$ cat config.mk
export PLATFORM = sky130hd
export DESIGN_NAME = bern_mult
export DESIGN_NICKNAME = d
export VERILOG_FILES = /design/src/rtl/bern_mult.sv
export SDC_FILE = /design/constraint.sdc
export NUM_CORES = 1
export LEC_CHECK = 0
export ABC_AREA = 0
export BUFFER_PORTS_ARGS = -buffer_cell sky130_fd_sc_hd__buf_2
export CORE_ASPECT_RATIO = 1.25
export CORE_MARGIN = 2
export CORE_UTILIZATION = 54
export DETAILED_ROUTE_END_ITERATION = 8
export PLACE_DENSITY = 0.88
export SLEW_MARGIN = 20
export SYNTH_ARGS = -nofsm -noshare
export SYNTH_HDL_FRONTEND = slang
export SYNTH_SLANG_ARGS = --single-unit
$ cat constraint.sdc
create_clock -name clk -period 3 [get_ports clk]
set_clock_uncertainty 0.1 [all_clocks]
set_input_delay 0.3 -clock clk [delete_from_list [all_inputs] [get_ports clk]]
set_output_delay 0.3 -clock clk [all_outputs]
set_load 0.02 [all_outputs]
$ cat src/rtl/bern_mult.sv
`timescale 1ns/1ps
module bern_mult #(
  parameter int          OP_W   = 4,
  parameter int          SR_W   = 8,
  parameter int          CNT_W  = 16,
  parameter int          OUT_W  = 8,
  parameter logic [7:0]  SEED_A = 8'h01,
  parameter logic [7:0]  SEED_B = 8'hA5
) (
  input  logic             clk,
  input  logic             rst_n,
  input  logic             en,
  input  logic [OP_W-1:0]  op_a,
  input  logic [OP_W-1:0]  op_b,
  output logic [OUT_W-1:0] count_lo
);

  logic [SR_W-1:0]  sr_a, sr_b;
  logic [CNT_W-1:0] cnt;
  logic             fire_a, fire_b, hit;

  function automatic logic [SR_W-1:0] sr_next(input logic [SR_W-1:0] s);
    return {s[SR_W-2:0], s[7] ^ s[5] ^ s[4] ^ s[3]};
  endfunction

  assign fire_a   = sr_a[OP_W-1:0] < op_a;
  assign fire_b   = sr_b[OP_W-1:0] < op_b;
  assign hit      = fire_a & fire_b;
  assign count_lo = cnt[OUT_W-1:0];

  always_ff @(posedge clk) begin
    if (!rst_n) begin
      sr_a <= SEED_A;
      sr_b <= SEED_B;
      cnt  <= '0;
    end else if (en) begin
      sr_a <= sr_next(sr_a);
      sr_b <= sr_next(sr_b);
      cnt  <= cnt + CNT_W'(hit);
    end
  end

  p_reset_clears_r1: assert property (@(posedge clk)
    !rst_n |=> (cnt == '0 && sr_a == SEED_A && sr_b == SEED_B));

  p_sr_nonzero_r2: assert property (@(posedge clk) disable iff (!rst_n)
    $past(rst_n) |-> (sr_a != '0 && sr_b != '0));

  p_zero_op_r3: assert property (@(posedge clk) disable iff (!rst_n)
    (en && (op_a == '0 || op_b == '0)) |=> $stable(cnt));

  p_no_hit_hold_r4: assert property (@(posedge clk) disable iff (!rst_n)
    (en && !hit) |=> $stable(cnt));

  p_hit_moves_r4: assert property (@(posedge clk) disable iff (!rst_n)
    (en && hit) |=> (cnt != $past(cnt)));

  p_idle_hold_r5: assert property (@(posedge clk) disable iff (!rst_n)
    !en |=> ($stable(cnt) && $stable(sr_a) && $stable(sr_b)));

  p_out_tracks_r6: assert property (@(posedge clk) disable iff (!rst_n)
    (en && hit) |=> (count_lo == OUT_W'($past(count_lo) + 1'b1)));

endmodule

==> reports/metrics.csv, run 1 <==
stage;metric;value;unit
outcome;status;finished, final reports clean;
synthesis;syn_avg_cell_area;10.1;sq um
pwr;vdd_drop_max;346;uV
critical_path;worst-path-buf-inv;0;
critical_path;critPathTopFamily;adder cells;
critical_path;crit_top_cell;ha_1;
sta;finalCritPeriodShare;83.4;%
finish;drive_gt1_share;18.3;%
critical_path;start_kind;flop;
critical_path;timing.rr.end;cnt[6]$_SDFFE_PN0P_;
synthesis;synth_seq_area_share;41.2;%
synthesis;synth_cell_types;24;
sta;tightest_slew;0.586;ns
synthesis;ys_ff_latch;24;
cts;cts-resized-gates;0;
pwr;power_density;451;nW/um^2
placed_design;dp_cells;148;
placed_design;dp_slack;0.399;ns
critical_path;critPathRequiredTime;3.15;ns
sta;setup_tns;0;ns
critical_path;rr_worst_depth;9;
pwr;p_leak;0.618;nW
synthesis;syn_area;1170;sq um
floorplan;die_w;45.6;microns
synthesis;synth-edff-count;0;
finish;final_core_util;63.7;%
finish;seq_area;480;sq um
floorplan;dieArea;2550;sq um
placed_design;io_buffer_count;18;
global_routing;grt_pass1_wl;3110;microns
run;maxCapViolCount;0;
critical_path;cp_cell_sequence;ha_1 -> a211oi_2 -> o22ai_1 -> a2111oi_2 -> ha_1 -> ha_1 -> nand4_2 -> or3_1 -> a21boi_1;
routing;routed_wl;1770;microns
global_routing;track_usage;16.1;%
cts;cts_root_buffer;clkbuf_4;
worst_hold_path;hold_path_depth;2;
finish;mostFrequentLayoutCells;24 x dfxtp_1, 18 x mux2i_1, 18 x buf_2;
cts;cts_tree;yes;
cts;cts_buffers;3;
critical_path;cp.arrival;2.65;ns
sta;setup_viol;0;
floorplan;coreArea;2000;sq um
global_routing;grt_max_degree;25;
cts;path_clk_slew;0.12;ns
routing;first_pass_iters;2;
critical_path;cp-endpoint;cnt[6]$_SDFFE_PN0P_;
global_routing;grt_pass1_vias;760;
finish;layout.cells.most_common;dfxtp_1;
cts;ctsHoldBuffers;0;
placed_design;place_hpwl;1370;microns
finish;nNetsFinal;152;
critical_path;rr_startpoint;sr_b[1]$_SDFFE_PN0P_;
cts;clockBufferDepth;2;
routing;drt_iter0_drc;6;
finish;finalNonFillerCells;151;
routing;ant_nets;0;
cts;clock_latency;0.30;ns
critical_path;worstSetupPathType;reg -> reg;
global_routing;antenna_found_initial;0;
finish;fillCellCount;166;
critical_path;timing.critical_path.from;sr_b[1]$_SDFFE_PN0P_;
synthesis;syn_inst;115;
routing;routedWlPerCell;11.7;microns
cts;clock_sinks;24;
sta;maxSlewHeadroom;60.9;%
routing;drc;0;
sta;maxSlewViolCount;0;
routing;vias;820;
synthesis;ys_warn_count;0;
finish;num_antenna_cells;0;
sta;period_minus_slack;2.50;ns
floorplan;die_h;56.0;microns
placed_design;place_congestion;0.786;
floorplan;start_util;58.2;%
floorplan;io_pins;19;
critical_path;r2r_slack;0.50;ns
finish;syn_to_final_growth;9.44;%
sta;finalWorstSetupSlack;0.499;ns
critical_path;end_kind;flop;
cts;htreeDepth;1;
critical_path;cp_max_fo;3;
synthesis;async_flop_share;0;%
sta;rsz0062_at_grt;no;
critical_path;slowest_delay;0.39;ns
sta;fmax;400;MHz
routing;via_per_inst;5.43;
synthesis;synth_nets;134;
sta;hold_viol_final;0;
finish;multiInputGateArea;636;sq um
critical_path;crit_slowest_cell;or3_1;
floorplan;rows;18;
critical_path;cp_num_cells;9;
global_routing;overflow;0;
worst_hold_path;hold_class;in -> reg;
cts;cts_setup_buffers;0;
synthesis;ys.flop_type;dfxtp_1;
==> where the power goes <==
group          internal (mW)  total (mW)  switching [mW]
Combinational         0.0479      0.0932          0.0453
Sequential             0.336       0.350          0.0145
Clock                 0.0469       0.132          0.0855
==> how the worst min path moves through the flow <==
stage,slack [ns],startpoint,to
global placement,0.36,sr_b[6]$_SDFFE_PN0P_,sr_b[7]$_SDFFE_PN1P_
floorplan,0.33,rst_n,sr_a[5]$_SDFFE_PN0P_
CTS,0.21,rst_n,sr_b[7]$_SDFFE_PN1P_
finish,0.22,rst_n,sr_b[5]$_SDFFE_PN1P_
detailed placement,0.38,sr_b[6]$_SDFFE_PN0P_,sr_b[7]$_SDFFE_PN1P_
global route,0.22,rst_n,sr_b[7]$_SDFFE_PN1P_
==> per-layer routing <==
| layer | routed length [microns] | global-route usage (%) |
|---|---|---|
| met2 | 791 | 23.9 |
| met5 | 0 | 0 |
| met4 | 41 | 9.66 |
| met3 | 93 | 3.25 |
| met1 | 839 | 20.6 |
==> cells in the mapped netlist, types with 2 or more instances <==
| master | number | area (sq um) |
|---|---|---|
| o21ai_0 | 3 | 15.0 |
| nand2_1 | 9 | 33.8 |
| dfxtp_1 | 24 | 480 |
| nand2b_1 | 2 | 12.5 |
| mux2i_1 | 18 | 180 |
| nor2b_1 | 13 | 81.3 |
| buf_4 | 2 | 15.0 |
| nand3_1 | 2 | 10.0 |
| inv_1 | 6 | 22.5 |
| xor2_1 | 3 | 26.3 |
| clkbuf_1 | 2 | 7.51 |
| and2_1 | 4 | 25.0 |
| a21boi_1 | 2 | 15.0 |
| ha_1 | 8 | 100 |
| xnor2_1 | 7 | 61.3 |
| or3_1 | 2 | 12.5 |
==> kinds of logic (layout without fill, tap and decap cells) <==
family                   Yosys count  in the layout  synth area share [%]
AO/OA/AOI/OAI                      9              9                  5.90
XOR/XNOR                          10             10                  7.51
adder cells (fa/ha/maj)            8              8                  8.58
buffers and inverters             11             27                  4.29
flip-flops                        24             24                  41.2
multiplexers                      18             18                  15.5
AND/OR/NAND/NOR                   35             35                  17.1
==> flip-flops by register name, indices dropped and copies added (netlist names) <==
name and cells:
sr_a 8, sr_b 8, cnt 8
==> cell type report <==
cell class                      instances  share of cell area [%]
Clock buffer                            3                    1.76
Inverter                                6                    1.76
Timing Repair Buffer                   18                    7.06
Multi-Input combinational cell         80                    49.8
Sequential cell                        24                    37.6
Tap cell                               20                    1.96
==> metrics by stage <==
step           area (sq um)  hold WS, ns  power (mW)
2_1_floorplan          1170        0.328       0.429
3_3_place_gp           1250        0.356       0.447
3_5_place_dp           1250        0.377       0.452
4_1_cts                1280        0.213       0.584
5_1_grt                1280        0.221       0.608
6_report               1280        0.221       0.576
Note: power is estimated with default switching activity, not from simulation.
==> inputs of run 2 (changes only) <==
--- a/config.mk
+++ b/config.mk
@@ -5,13 +5,13 @@
 export SDC_FILE = /design/constraint.sdc
 export NUM_CORES = 1
 export LEC_CHECK = 0
-export ABC_AREA = 0
+export ABC_AREA = 1
 export BUFFER_PORTS_ARGS = -buffer_cell sky130_fd_sc_hd__buf_2
 export CORE_ASPECT_RATIO = 1.25
 export CORE_MARGIN = 2
-export CORE_UTILIZATION = 54
+export CORE_UTILIZATION = 49
 export DETAILED_ROUTE_END_ITERATION = 8
-export PLACE_DENSITY = 0.88
+export PLACE_DENSITY = 0.84
 export SLEW_MARGIN = 20
 export SYNTH_ARGS = -nofsm -noshare
 export SYNTH_HDL_FRONTEND = slang
==> constraint.sdc (replaced) <==
create_clock -name clk -period 2 [get_ports clk]
set_clock_uncertainty 0.1 [all_clocks]
set_input_delay 0.2 -clock clk [delete_from_list [all_inputs] [get_ports clk]]
set_output_delay 0.2 -clock clk [all_outputs]
set_load 0.02 [all_outputs]
==> run 2 against run 1 <==
  * Routed wire length up 35%
  * Largest cell class unchanged
  * Cell count grew 44%
  * Largest power group unchanged
  * Synthesized area up 1.4%
  * First-iteration DRC count increased to 2.7 times the previous value
==> reports/metrics.csv, run 2 <==
stage;metric;value;unit;change
outcome;status;finished, final reports clean;;
cts;cts_tree;yes;;
routing;first_pass_iters;4;;+2
synthesis;ys_top_cells_by_area;dfxtp_1 41%, nor2_1 10%, nand2_1 9.2%;;
finish;multiInputGateArea;718;sq um;+13%
synthesis;ys_ff_latch;24;;unchanged
cts;clock_sinks;24;;unchanged
routing;drt_iter0_drc;16;;+10
critical_path;worst-path-buf-inv;0;;unchanged
placed_design;place_congestion;0.696;;-12%
finish;syn_to_final_growth;24.0;%;
cts;ctsHoldBuffers;0;;unchanged
pwr;power_frac_seq;58.1;%;-2.7 points
global_routing;antenna_found_initial;0;;unchanged
worst_hold_path;hold_class;in -> reg;;
global_routing;grt_pass1_wl;3680;microns;+19%
global_routing;overflow;0;;unchanged
run;maxCapViolCount;0;;unchanged
pwr;power_density;630;nW/um^2;+40%
worst_hold_path;hold_end;sr_b[7]$_SDFFE_PN1P_;;
floorplan;dieArea;2820;sq um;+11%
placed_design;place_hpwl;1530;microns;+12%
global_routing;grt_max_degree;25;;unchanged
critical_path;worstSetupPathType;reg -> reg;;
synthesis;ys.flop_type;dfxtp_1;;
critical_path;crit_top_cell;nand2_1;;
routing;routedWlPerCell;10.9;microns;-6.7%
synthesis;async_flop_share;0;%;unchanged
synthesis;yosys.area_share.simple;26.3;%;+9.3 points
global_routing;grt_pass1_vias;970;;+28%
cts;htreeDepth;1;;unchanged
pwr;combPwrFrac;19.5;%;+3.3 points
finish;seq_area;484;sq um;+0.78%
finish;finalNonFillerCells;218;;+44%
synthesis;synth_compound_gate_area_share;10.6;%;+4.7 points
synthesis;synth_seq_area_share;40.6;%;-0.57 points
pwr;switchingPower;0.262;mW;+81%
floorplan;start_util;52.9;%;-5.3 points
finish;num_antenna_cells;0;;unchanged
synthesis;syn_avg_cell_area;7.12;sq um;-30%
sta;holdWs;0.152;ns;-0.0691 ns
critical_path;end_kind;flop;;
placed_design;dp_slack;-0.0358;ns;-0.435 ns
synthesis;ys_warn_count;0;;unchanged
synthesis;synth_nets;185;;+38%
critical_path;r2r_slack;0.08;ns;-0.42 ns
critical_path;cp_max_fo;3;;unchanged
cts;cts_buffers;3;;unchanged
floorplan;coreArea;2230;sq um;+11%
critical_path;cp_cell_sequence;ha_1 -> nand2_1 -> nand2_1 -> nand2_1 -> nand2_1 -> nor2_2 -> ha_2 -> ha_4 -> nand3_4 -> nor2_4 -> nand3_2 -> nand2_1 -> nor2_1;;
sta;tightest_slew;0.412;ns;-0.174 ns
global_routing;track_usage;17.6;%;+1.5 points
synthesis;synthTopCellsByCount;33 x nor2_1, 29 x nand2_1, 24 x dfxtp_1;;
critical_path;slowest_delay;0.35;ns;-0.04 ns
finish;nNetsFinal;208;;+37%
sta;maxSlewHeadroom;72.5;%;+12 points
worst_hold_path;hold_path.startpoint;rst_n;;
synthesis;synth-edff-count;0;;unchanged
sta;period_minus_slack;1.92;ns;-0.580 ns
finish;drive_gt1_share;23.5;%;+5.2 points
routing;ant_nets;0;;unchanged
pwr;p_sw_share;28.4;%;+3.2 points
critical_path;timing.rr.end;cnt[6]$_SDFFE_PN0P_;;
synthesis;syn_inst;166;;+44%
critical_path;cp.arrival;2.03;ns;-0.62 ns
sta;finalCritPeriodShare;96.1;%;+13 points
floorplan;rows;19;;+1
cts;cts_root_buffer;clkbuf_4;;
finish;design_area;1470;sq um;+15%
worst_hold_path;hold_path_depth;2;;unchanged
critical_path;critPathRequiredTime;2.11;ns;-1.04 ns
synthesis;syn_area;1180;sq um;+1.4%
cts;clockBufferDepth;2;;unchanged
routing;routed_wl;2380;microns;+35%
finish;final_core_util;65.6;%;+2.0 points
placed_design;io_buffer_count;18;;unchanged
critical_path;rr_worst_depth;13;;+4
finish;mostFrequentLayoutCells;31 x nor2_1, 29 x nand2_1, 21 x dfxtp_1;;
cts;path_clk_slew;0.13;ns;about the same
synthesis;synth.area.mux_share;0;%;-15 points
pwr;internal_power;0.661;mW;+54%
finish;layout.cells.most_common;nor2_1;;
routing;drc;0;;unchanged
floorplan;die_h;58.9;microns;+5.3%
cts;clock_latency;0.31;ns;about the same
pwr;vdd_drop_max;539;uV;+56%
pwr;clkPwrFrac;22.4;%;-0.6 points
pwr;p_leak;0.700;nW;+13%
routing;via_per_inst;5.08;;-6.4%
floorplan;die_w;47.9;microns;+5.2%
critical_path;rr_startpoint;sr_b[1]$_SDFFE_PN0P_;;
sta;setup_viol;0;;unchanged
synthesis;synth_adder_area_share;8.47;%;-0.12 points
sta;finalWorstSetupSlack;0.0783;ns;-0.420 ns
finish;reg_top3;cnt (8), sr_a (8), sr_b (8);;
critical_path;crit_slowest_cell;dfxtp_1;;
floorplan;io_pins;19;;unchanged
synthesis;synth_top_area_share;40.6;%;-0.57 points
placed_design;dp_cells;212;;+43%
placed_design;dpl_cell_area;1300;sq um;+3.9%
synthesis;synth_cell_types;17;;-29%
finish;fillCellCount;205;;+23%
synthesis;synth_most_common_cell;nor2_1;;
routing;vias;1108;;+35%
sta;setup_tns;0;ns;unchanged
critical_path;start_kind;flop;;
sta;fmax;520;MHz;+30%
sta;hold_viol_final;0;;unchanged
synthesis;synthXorXnorAreaFrac;5.93;%;-1.6 points
synthesis;yosys.area.top_type;dfxtp_1;;
critical_path;critPathTopFamily;simple AND/OR/NAND/NOR gates;;
pwr;p_total;0.924;mW;+60%
sta;maxSlewViolCount;0;;unchanged
synthesis;synth_top_family_by_area;simple AND/OR/NAND/NOR gates;;
-- run 2: layout make-up --
type | instances | share of cell area (%)
inverters | 19 | 4.86
well taps | 31 | 2.65
multi-input cells | 118 | 49.0
clock buffers | 3 | 1.54
flip-flops and latches | 24 | 33.0
repair buffers | 23 | 8.96
-- run 2: how the worst max path moves through the flow --
stage                     depth (start not counted)                 start                   to  slack (ns)
final                                            13  sr_b[1]$_SDFFE_PN0P_  cnt[6]$_SDFFE_PN0P_        0.08
after floorplan                                  11  sr_b[3]$_SDFFE_PN0P_  cnt[6]$_SDFFE_PN0P_        0.15
after global routing                             13  sr_b[1]$_SDFFE_PN0P_  cnt[6]$_SDFFE_PN0P_       -0.02
after detailed placement                         13  sr_a[1]$_SDFFE_PN0P_  cnt[6]$_SDFFE_PN0P_       -0.04
after global placement                           13               op_b[3]  cnt[6]$_SDFFE_PN0P_        0.08
after CTS                                        13  sr_a[1]$_SDFFE_PN0P_  cnt[7]$_SDFFE_PN0P_       0.005
-- run 2: worst register-to-register path, delay by kind of cell (launching register included) --
kind / cells / cell delay (ns)
and+or+nand+nor: 10 / 0.71
adders and majority gates: 3 / 0.66
DFF: 1 / 0.35
-- run 2: metal layers --
metal	global-route usage [%]	vias to the layer above	routed length, microns	part of all wire, %
met2	31.2	35	1160	49
li1	-	569	-	-
met4	7.72	0	28	1.2
met1	20.1	500	1080	46
met5	0	-	0	0
met3	2.15	4	106	4.5
-- run 2: what timing repair did --
item,CTS,global route
endpoints found under the setup margin,1,5
pin swaps,1,6
setup buffers,2,1
gates resized for setup,5,18
gates cloned,0,0
-- run 2: logic make-up after synthesis --
| logic type | after synthesis |
|---|---|
| xor gates and xnor gates | 8 |
| DFF | 24 |
| and+or+nand+nor | 77 |
| adders and majority gates | 8 |
| AOI/OAI and AO/OA | 25 |
| buffers and inverters | 24 |
-- run 2: power groups by stage --
| stage | logic, mW | clock network, mW | registers [mW] |
|---|---|---|---|
| floorplan | 0.106 | 0 | 0.545 |
| finish | 0.180 | 0.207 | 0.537 |
| global placement | 0.144 | 0 | 0.541 |
| CTS | 0.163 | 0.213 | 0.533 |
| detailed placement | 0.151 | 0 | 0.543 |
| global route | 0.206 | 0.231 | 0.542 |
==> inputs of run 3 (changes only) <==
==> constraint.sdc (replaced) <==
create_clock -name clk -period 1.65 [get_ports clk]
set_clock_uncertainty 0.1 [all_clocks]
set_input_delay 0.165 -clock clk [delete_from_list [all_inputs] [get_ports clk]]
set_output_delay 0.165 -clock clk [all_outputs]
set_load 0.02 [all_outputs]
==> run 3 against run 2 <==
  * The run now ends with setup timing left
  * Routed wire length up 0.97%
  * Sequential share of layout area down 1.0 points
  * Die area unchanged
  * Global-route usage up 2.0 points
  * Combinational power up 41%
  * Design area up 5.1%
  * Count of clock-buffer cells in the layout unchanged
  * Critical endpoint unchanged
  * Largest power group unchanged
  * Highest routed layer unchanged
==> reports/metrics.csv, run 3 (same netlist as run 2, synthesis figures left out) <==
stage;metric;value;unit;change
placed_design;io_buffer_count;18;;unchanged
sta;rsz0062_at_grt;yes;;
placed_design;dpl_cell_area;1410;sq um;+8.5%
routing;routed_wl;2400;microns;+0.97%
finish;nNetsFinal;211;;+1.4%
run;maxCapViolCount;0;;unchanged
finish;design_area;1540;sq um;+5.1%
floorplan;die_w;47.9;microns;unchanged
routing;first_pass_iters;4;;unchanged
cts;cts_buffers;3;;unchanged
pwr;vdd_drop_max;658;uV;+22%
finish;layout.cells.most_common;nor2_1;;
placed_design;place_hpwl;1760;microns;+15%
cts;clock_latency;0.30;ns;about the same
global_routing;grt_max_degree;24;;-4.0%
pwr;p_leak;0.714;nW;+2.1%
finish;syn_to_final_growth;30.4;%;
routing;routedWlPerCell;10.9;microns;-0.40%
sta;maxSlewViolCount;0;;unchanged
cts;clock_sinks;24;;unchanged
placed_design;place_congestion;0.701;;+0.81%
critical_path;critPathRequiredTime;1.76;ns;-0.35 ns
pwr;power_frac_seq;56.7;%;-1.4 points
sta;setup_tns;-0.613;ns;-0.613 ns
worst_hold_path;hold_class;in -> reg;;
pwr;power_density;747;nW/um^2;+19%
sta;fmax;542;MHz;+4.2%
outcome;violations;setup timing;;
finish;final_core_util;69.0;%;+3.4 points
floorplan;dieArea;2820;sq um;unchanged
floorplan;rows;19;;unchanged
sta;hold_viol_final;0;;unchanged
floorplan;io_pins;19;;unchanged
finish;multiInputGateArea;766;sq um;+6.6%
floorplan;die_h;58.9;microns;unchanged
finish;reg_top3;cnt (8), sr_a (8), sr_b (8);;
pwr;switchingPower;0.326;mW;+24%
routing;vias;1099;;-0.81%
global_routing;track_usage;19.7;%;+2.0 points
finish;seq_area;493;sq um;+1.8%
finish;fillCellCount;186;;-9.3%
routing;ant_nets;0;;unchanged
routing;via_per_inst;4.97;;-2.2%
critical_path;worstSetupPathType;reg -> reg;;
sta;finalCritPeriodShare;112;%;+16 points
cts;cts_tree;yes;;
sta;period_minus_slack;1.84;ns;-0.0772 ns
critical_path;end_kind;flop;;
critical_path;cp.arrival;1.96;ns;-0.07 ns
cts;path_clk_slew;0.12;ns;about the same
pwr;internal_power;0.826;mW;+25%
pwr;p_sw_share;28.3;%;-0.13 points
cts;htreeDepth;1;;unchanged
cts;cts_root_buffer;clkbuf_4;;
routing;drt_iter0_drc;22;;+6
floorplan;coreArea;2230;sq um;unchanged
sta;finalWorstSetupSlack;-0.195;ns;-0.273 ns
sta;setup_viol;5;;+5
finish;drive_gt1_share;30.0;%;+6.5 points
finish;mostFrequentLayoutCells;30 x nor2_1, 28 x nand2_1, 18 x dfxtp_1, 18 x buf_2, 17 x inv_1;;
global_routing;grt_pass1_vias;1062;;+9.5%
pwr;p_total;1.15;mW;+25%
sta;tightest_slew;0.363;ns;-0.0492 ns
global_routing;overflow;0;;unchanged
sta;maxSlewHeadroom;75.8;%;+3.2 points
critical_path;start_kind;flop;;
pwr;combPwrFrac;22.0;%;+2.5 points
cts;clockBufferDepth;2;;unchanged
outcome;status;finished, violations left;;
critical_path;cp_max_fo;3;;unchanged
routing;drc;0;;unchanged
pwr;clkPwrFrac;21.3;%;-1.1 points
global_routing;grt_pass1_wl;4100;microns;+11%
global_routing;antenna_found_initial;0;;unchanged
finish;num_antenna_cells;0;;unchanged
floorplan;start_util;52.9;%;unchanged
[run 3: changes by cell type in the layout (fill, tap and decap cells not counted), moves of 2 or more]
cell | previous run | this run
dfxtp_4 | 0 | 2
ha_1 | 3 | 0
dfxtp_1 | 21 | 18
ha_4 | 4 | 8
buf_4 | 4 | 8
a21oi_2 | 0 | 2
a21oi_1 | 9 | 7
[run 3: critical path: stages (launching register included)]
cell	delay [ns]
dfxtp_4	0.37
ha_4	0.22
nand2_2	0.06
inv_2	0.03
nand2_1	0.05
nand2_1	0.06
nor2_2	0.15
ha_4	0.17
ha_4	0.15
nand3_4	0.08
nor2_4	0.14
nand3_2	0.06
nand2_1	0.08
nor2_1	0.04
[run 3: final cells by class]
| cell class | instances | area share, % |
|---|---|---|
| Timing Repair Buffer | 26 | 9.74 |
| Tap cell | 31 | 2.52 |
| Inverter | 19 | 4.63 |
| Clock buffer | 3 | 1.46 |
| Sequential cell | 24 | 32.0 |
| Multi-Input combinational cell | 118 | 49.7 |
[run 3: routing by layer]
metal  global-route usage [%]  share of wire, %  vias up
li1                         -                 -      576
met1                     22.0                44      489
met2                     35.6                51       30
met3                     3.07               4.6        4
met4                     6.95              0.92        0
met5                        0                 0        -
[run 3: path summary, 6_finish.rpt]
check                        from                   end  slack, ns  cells after the start
min reg2reg  sr_b[6]$_SDFFE_PN0P_  sr_b[7]$_SDFFE_PN1P_       0.38                      2
min                            en  sr_b[1]$_SDFFE_PN0P_       0.11                      2
max reg2reg  sr_a[3]$_SDFFE_PN0P_   cnt[6]$_SDFFE_PN0P_      -0.19                     13
max          sr_a[3]$_SDFFE_PN0P_   cnt[6]$_SDFFE_PN0P_      -0.19                     13
[run 3: power groups by stage]
stage / Sequential, mW / Combinational, mW / Clock [mW]
finish: 0.653 / 0.253 / 0.246
global route: 0.659 / 0.292 / 0.275
CTS: 0.650 / 0.235 / 0.253
detailed placement: 0.660 / 0.220 / 0
global placement: 0.657 / 0.203 / 0
floorplan: 0.665 / 0.139 / 0
[run 3: repair_timing]
action | 4_1_cts | 5_1_grt
resized for setup | 10 | 11
hold buffers | 0 | 0
endpoints found under the setup margin | 7 | 7
hold endpoints to repair | 0 | 0
setup buffers | 0 | 0
pin swaps | 11 | 8
[run 3: stage by stage]
stage               hold WS, ns  instances  setup slack, ns
floorplan                 0.201        166           -0.114
global placement          0.342        218           -0.195
detailed placement        0.358        218           -0.288
CTS                      0.0597        221           -0.229
global route              0.101        221           -0.318
finish                    0.111        221           -0.195
